<file path="src/rtl/ctrlreg_pkg.sv">
package ctrlreg_pkg;
  parameter int unsigned NIB_W = 4;
  localparam int unsigned IDX_W = NIB_W + 1;
  localparam int unsigned NREG  = (1 << IDX_W) - 1;
  localparam int unsigned SH_IDX = (1 << NIB_W) - 1;

  typedef struct packed {
    logic             hit;
    logic [IDX_W-1:0] idx;
    logic [NIB_W-1:0] data;
  } wr_req_t;
endpackage

</file>
<file path="src/rtl/ctrlreg_decode.sv">
module ctrlreg_decode
  import ctrlreg_pkg::*;
(
  input  logic               shadow_en,
  input  logic               rx_valid,
  input  logic               dc_sel,
  input  logic               pwr_on,
  input  logic [2*NIB_W-1:0] rx_byte,
  output wr_req_t            req
);
  logic [NIB_W-1:0] addr_nib;

  always_comb begin
    addr_nib = rx_byte[2*NIB_W-1:NIB_W];
    req.hit  = rx_valid && !dc_sel && pwr_on;
    req.data = rx_byte[NIB_W-1:0];
    // the control register is visible from both windows
    if (addr_nib == '1) req.idx = {1'b0, addr_nib};
    else                req.idx = {shadow_en, addr_nib};
  end
endmodule

</file>
<file path="src/rtl/ctrlreg_bank.sv">
module ctrlreg_bank
  import ctrlreg_pkg::*;
#(
  parameter int unsigned BAUD_IDX = 14,
  parameter logic [NIB_W-1:0] BAUD_RST = 4'd5
) (
  input  logic                  clk,
  input  logic                  rst,
  input  logic                  pwr_on,
  input  wr_req_t               req,
  output logic [NREG*NIB_W-1:0] regs_flat
);
  logic [NIB_W-1:0] mem [NREG];

  always_ff @(posedge clk) begin
    if (rst && pwr_on) begin
      for (int i = 0; i < int'(NREG); i++)
        mem[i] <= (i == int'(BAUD_IDX)) ? BAUD_RST : '0;
    end else if (req.hit) begin
      mem[req.idx] <= req.data;
    end
  end

  for (genvar g = 0; g < int'(NREG); g++) begin : g_flat
    assign regs_flat[g*NIB_W +: NIB_W] = mem[g];
  end
endmodule

</file>
<file path="src/rtl/ctrlreg_baud.sv">
module ctrlreg_baud
  import ctrlreg_pkg::*;
#(
  parameter int unsigned BAUD_IDX = 14,
  parameter logic [NIB_W-1:0] BAUD_RST = 4'd5
) (
  input  logic             clk,
  input  logic             rst,
  input  logic             pwr_on,
  input  wr_req_t          req,
  input  logic             echo_on,
  input  logic             echo_done,
  input  logic [NIB_W-1:0] staged,
  output logic [NIB_W-1:0] baud_active
);
  logic pending;
  logic baud_wr;

  assign baud_wr = req.hit && (req.idx == IDX_W'(BAUD_IDX));

  always_ff @(posedge clk) begin
    if (rst && pwr_on) begin
      baud_active <= BAUD_RST;
      pending     <= 1'b0;
    end else if (pwr_on) begin
      if (baud_wr) begin
        if (echo_on) begin
          pending <= 1'b1;
        end else begin
          baud_active <= req.data;
          pending     <= 1'b0;
        end
      end else if (pending && echo_done) begin
        baud_active <= staged;
        pending     <= 1'b0;
      end
    end
  end
endmodule

</file>
<file path="src/rtl/ctrlreg_file.sv">
module ctrlreg_file
  import ctrlreg_pkg::*;
#(
  parameter int unsigned SHADOW_BIT = 3,
  parameter int unsigned ECHO_BIT   = 0,
  parameter int unsigned BAUD_IDX   = 14,
  parameter logic [NIB_W-1:0] BAUD_RST = 4'd5
) (
  input  logic                  clk,
  input  logic                  rst,
  input  logic                  pwr_on,
  input  logic                  dc_sel,
  input  logic                  rx_valid,
  input  logic [2*NIB_W-1:0]    rx_byte,
  input  logic                  echo_done,
  output logic [NREG*NIB_W-1:0] regs_flat,
  output logic                  echo_req,
  output logic [2*NIB_W-1:0]    echo_byte,
  output logic [NIB_W-1:0]      baud_active
);
  wr_req_t          req;
  logic [NIB_W-1:0] ctl_nib;
  logic             shadow_en;
  logic             echo_on;

  assign ctl_nib   = regs_flat[SH_IDX*NIB_W +: NIB_W];
  assign shadow_en = ctl_nib[SHADOW_BIT];
  assign echo_on   = ctl_nib[ECHO_BIT];

  ctrlreg_decode u_dec (
    .shadow_en (shadow_en),
    .rx_valid  (rx_valid),
    .dc_sel    (dc_sel),
    .pwr_on    (pwr_on),
    .rx_byte   (rx_byte),
    .req       (req)
  );

  ctrlreg_bank #(.BAUD_IDX(BAUD_IDX), .BAUD_RST(BAUD_RST)) u_bank (
    .clk       (clk),
    .rst       (rst),
    .pwr_on    (pwr_on),
    .req       (req),
    .regs_flat (regs_flat)
  );

  ctrlreg_baud #(.BAUD_IDX(BAUD_IDX), .BAUD_RST(BAUD_RST)) u_baud (
    .clk         (clk),
    .rst         (rst),
    .pwr_on      (pwr_on),
    .req         (req),
    .echo_on     (echo_on),
    .echo_done   (echo_done),
    .staged      (regs_flat[BAUD_IDX*NIB_W +: NIB_W]),
    .baud_active (baud_active)
  );

  always_ff @(posedge clk) begin
    if (rst && pwr_on) begin
      echo_req  <= 1'b0;
      echo_byte <= '0;
    end else begin
      echo_req <= req.hit && echo_on;
      if (req.hit) echo_byte <= rx_byte;
    end
  end
endmodule

</file>
<file path="config.mk">
export PLATFORM = sky130hd
export DESIGN_NAME = ctrlreg_file
export DESIGN_NICKNAME = d
export VERILOG_FILES = /design/src/rtl/ctrlreg_pkg.sv /design/src/rtl/ctrlreg_decode.sv /design/src/rtl/ctrlreg_bank.sv /design/src/rtl/ctrlreg_baud.sv /design/src/rtl/ctrlreg_file.sv
export SDC_FILE = /design/constraint.sdc
export NUM_CORES = 1
export LEC_CHECK = 0
export ABC_AREA = 1
export CORE_AREA = 2 2 148 92
export DETAILED_ROUTE_END_ITERATION = 8
export DIE_AREA = 0 0 150 94
export GPL_TIMING_DRIVEN = 1
export MAX_ROUTING_LAYER = met4
export PLACE_DENSITY = 0.7
export SETUP_SLACK_MARGIN = 0.3
export SLEW_MARGIN = 20
export SYNTH_ARGS = -nofsm -noshare
export SYNTH_HDL_FRONTEND = slang
export SYNTH_SLANG_ARGS = --single-unit
</file>
<file path="constraint.sdc">
create_clock -name clk -period 2 [get_ports clk]
set_input_delay 0.4 -clock clk [delete_from_list [all_inputs] [get_ports clk]]
set_output_delay 0.4 -clock clk [all_outputs]
set_load 0.01 [all_outputs]
</file>
Word-level counts from Yosys, hierarchy flattened. Memories as Yosys holds them, arrays and structs flattened. Cells that the tools add are included.

Flip-flop bits (word level): 14. Memory bits (writable): 124. Input bits: 14. Output and inout bits: 137. Word-level logic and storage cells: 34. Memories kept: 1.

Memory list: u_bank.mem (depth 31, bits a word 4, read ports 31, clocked after Yosys merged registers in 0, write ports 31, RTL line ctrlreg_bank.sv:13) `logic [NIB_W-1:0] mem [NREG];`.

Equality and inequality tests: 3. Mux-type cells: 15. Reductions and logical operators: 11.

Operators by type and width (number): 4-bit 2-to-1 mux (4); 5-bit 2-to-1 mux (2); 1-bit 2-to-1 mux (9); 1-bit logical AND (6); 5-bit by 4-bit == test with 1-bit output, second input constant (1); 4-bit == test, second input constant (1); 4-bit OR reduction (1); 3-bit AND reduction (1); 2-bit inequality test, second input constant (1); 2-bit AND reduction (1); 2-bit nonzero test (1); 1-bit zero test (1).

Logic depth before layout (Yosys ltp).
Depth in word-level cells: 8. Mapped depth: 9. Gate-level depth less buffers: 8.

Modules after synthesis. Synthesis repeated with hierarchy kept, for this count alone.

Cell total of the unflattened synthesis: 482. Area, all modules: 5454.0 um2.

By module, submodules not included: ctrlreg_bank (times used 1, cells each 359, area each 4642.0 um2, sequential area each 3723.6 um2); ctrlreg_file (times used 1, cells each 54, area each 371.6 um2, sequential area each 180.2 um2); ctrlreg_baud (times used 1, cells each 54, area each 354.1 um2, sequential area each 100.1 um2); ctrlreg_decode (times used 1, cells each 15, area each 86.3 um2, sequential area each 0.0 um2).

Worst setup path after synthesis. Ideal clock, no wire load.

Path type: in2reg. From: input port rx_valid. To: memory u_bank.mem[5][0] (enable). Setup time: 308 ps. Arrival time: 1304 ps. Required time: 1692 ps. Setup slack: 388 ps. Stages on the path: 6. Buffers on the path: 0. Cells stage by stage: nand2_1 -> nor2_4 -> nand2_2 -> nor3_4 -> nand2_1 -> nand2_1.

RTL lines: start, declared (RTL line ctrlreg_file.sv:13) `input logic rx_valid,`; end, declared (RTL line ctrlreg_bank.sv:13).

==> run metrics <==
status completed; max layer used met4; Crit Path Class reg -> out; Die H 94 microns; total wire length 13200 microns; clk buf depth 2; Placeable Area 12700 sq um; worst vdd ir 0.662 mV; hold-fix buffers at CTS 0; Mapped Avg Cell Area 12.0 sq um; grt total ovfl 0; total CTS buffers 17; die width 150 microns; P&R area growth vs syn 56.6%; worst hold path type reg -> reg; ratio of cells with drive above 1 in the final layout 18.1%; post-route DRC violation count 0; worst slew pin tran 254 ps; CTS sink cnt 138; count of cell types in the netlist 20; CP required 1600 ps; Buf+Inv Stages, Crit Path 1; met1 wire length 5890 microns; antenna viol nets, final 0; post-route minimum period 1670 ps; Mapped Area 5240 sq um; routed wl met2 6030 microns; peak fanout along the critical path 1; vias in the first global route 3792; First DRT Iteration DRCs 256; wire length per cell 16.0 microns; Worst-path clk slew 60 ps; leak pwr 4.50 nW; Cell Count, Final, Fillers Out 826; CP Launch Type flip-flop; nets 657; post-placement cell count 793; die area 14100 sq um; Final Hold Viols 0; GP Congestion 0.824; CP endpoint kind primary output; Worst path slowest cell clkdlybuf4s50_1; Setup Viol. Count Final 0; Starting Density 41.4%; Cells after Synth 437; # rows 32; maximum operating frequency 0.600 GHz; Max-Cap Viols 0; n_diodes 0; Vias 3892; Ports 151; drt first pass iters 4; Power per Cell Area 846 nW/um^2; Slew Limit Fails 0; setup TNS 0 ps; relative slew slack 82.9%; Post-Syn Nets 451; yosys warns 0; period utilisation layout 83.3%; Cell Chain, Critical Path clkdlybuf4s50_1; IO Port Bufs 150; Layout fillers 931; Root Buffer clkbuf_16; global-route wire length before repair 20000 microns; RSZ-0062 raised after global routing true; GR Util All Layers 19.8%; worst skew pair latency 410 ps; CP delay by family, top buffers and inverters; DR vias/cell 4.71; flop and latch count out of synthesis 138; Worst Skew 5.25 ps; critical path arrival 1270 ps; pin count of the biggest net entering global routing 34; H-tree depth 4; Final HPWL DP 8950 microns; CTS tree done; Seq/Total Area, Yosys 76.5%; DR WL met3 1190 microns; initial antenna violation count 0; Critical Path Max Stage Delay 540 ps
cell usage after synthesis, drive strengths merged:
cell type | instances | area share (%)
nor2 | 136 | 10
buf | 3 | 0.38
clkbuf | 18 | 1.3
nand4 | 1 | 0.12
edfxtp | 124 | 71
o21ai | 12 | 1.1
nand3b | 1 | 0.22
inv | 20 | 1.4
a21oi | 8 | 0.76
nor3b | 1 | 0.14
nor3 | 7 | 1.1
dfxtp | 14 | 5.4
nand2 | 86 | 6.3
nand3 | 6 | 0.67
cell type report:
| class | instances | area, sq um | share of cell area [%] |
|---|---|---|---|
| flip-flops and latches | 138 | 4000 | 48.8 |
| clock inverters | 14 | 194 | 2.37 |
| inverters | 20 | 75.1 | 0.916 |
| well taps | 170 | 213 | 2.60 |
| clock buffers | 18 | 439 | 5.36 |
| multi-input cells | 258 | 1130 | 13.8 |
| repair buffers | 208 | 2140 | 26.1 |
registers in the layout, indices dropped and copies added, names as in the netlist:
name                flops
u_baud.pending          1
u_bank.mem            124
echo_byte               8
u_baud.baud_active      4
echo_req                1
worst paths after layout:
path / from / to / slack, ps / cells after the start
max: u_bank.mem[21][1]$_SDFFCE_PN0P_ / regs_flat[85] / 330 / 1
min: u_baud.pending$_SDFFE_PP0P_ / u_baud.pending$_SDFFE_PP0P_ / 470 / 2
max reg2reg: u_bank.mem[15][3]$_SDFFCE_PN0P_ / u_bank.mem[0][1]$_SDFFCE_PN0P_ / 500 / 5
min reg2reg: u_baud.pending$_SDFFE_PP0P_ / u_baud.pending$_SDFFE_PP0P_ / 470 / 2
power by group:
group | internal [W] | switching (W) | leakage [nW]
Clock | 0.00213 | 0.00119 | 0.307
Combinational | 0.000165 | 0.000240 | 2.74
Sequential | 0.00319 | 0.0000245 | 1.45
Total | 0.00548 | 0.00145 | 4.50
metal layers:
metal / GRT usage (%) / vias to the layer above
met5: - / -
met4: 5.50 / 0
met3: 6.12 / 11
met2: 30.3 / 172
met1: 26.0 / 1845
li1: - / 1864
timing repair:
| item | CTS | global route |
|---|---|---|
| endpoints found under the hold margin | 0 | 0 |
| resized for setup | 52 | 89 |
| endpoints found under the setup margin | 59 | 159 |
| buffers inserted | 1 | 0 |
| pin swaps | 0 | 4 |
placed cells by master (no fill, tap or decap), drive strengths merged, types with 14 or more instances in the layout:
master           n
nor2           136
edfxtp         124
nand2           86
dlymetal6s2s    68
buf             58
dlygate4sd2     50
clkdlybuf4s50   32
inv             22
clkbuf          18
dfxtp           14
stage by stage:
step | hold WS (ps) | cell area (sq um) | power (W) | setup WS, ps | utilization (%)
after floorplan | 437 | 5240 | 0.00344 | 388 | -
after global placement | 447 | 7380 | 0.00368 | -99.3 | 58.3
after detailed placement | 451 | 7380 | 0.00369 | -186 | 58.3
after CTS | 463 | 7970 | 0.00696 | 284 | 63.0
after global routing | 503 | 8200 | 0.00712 | 265 | 64.8
final | 465 | 8200 | 0.00693 | 334 | 64.8
kinds of logic after synthesis:
group	Yosys count	share of synthesized area [%]
and+or+nand+nor	238	18.5
DFF	138	76.5
buffers and inverters	41	3.11
AOI/OAI and AO/OA	20	1.91
Power figures use the tool's default switching activity.
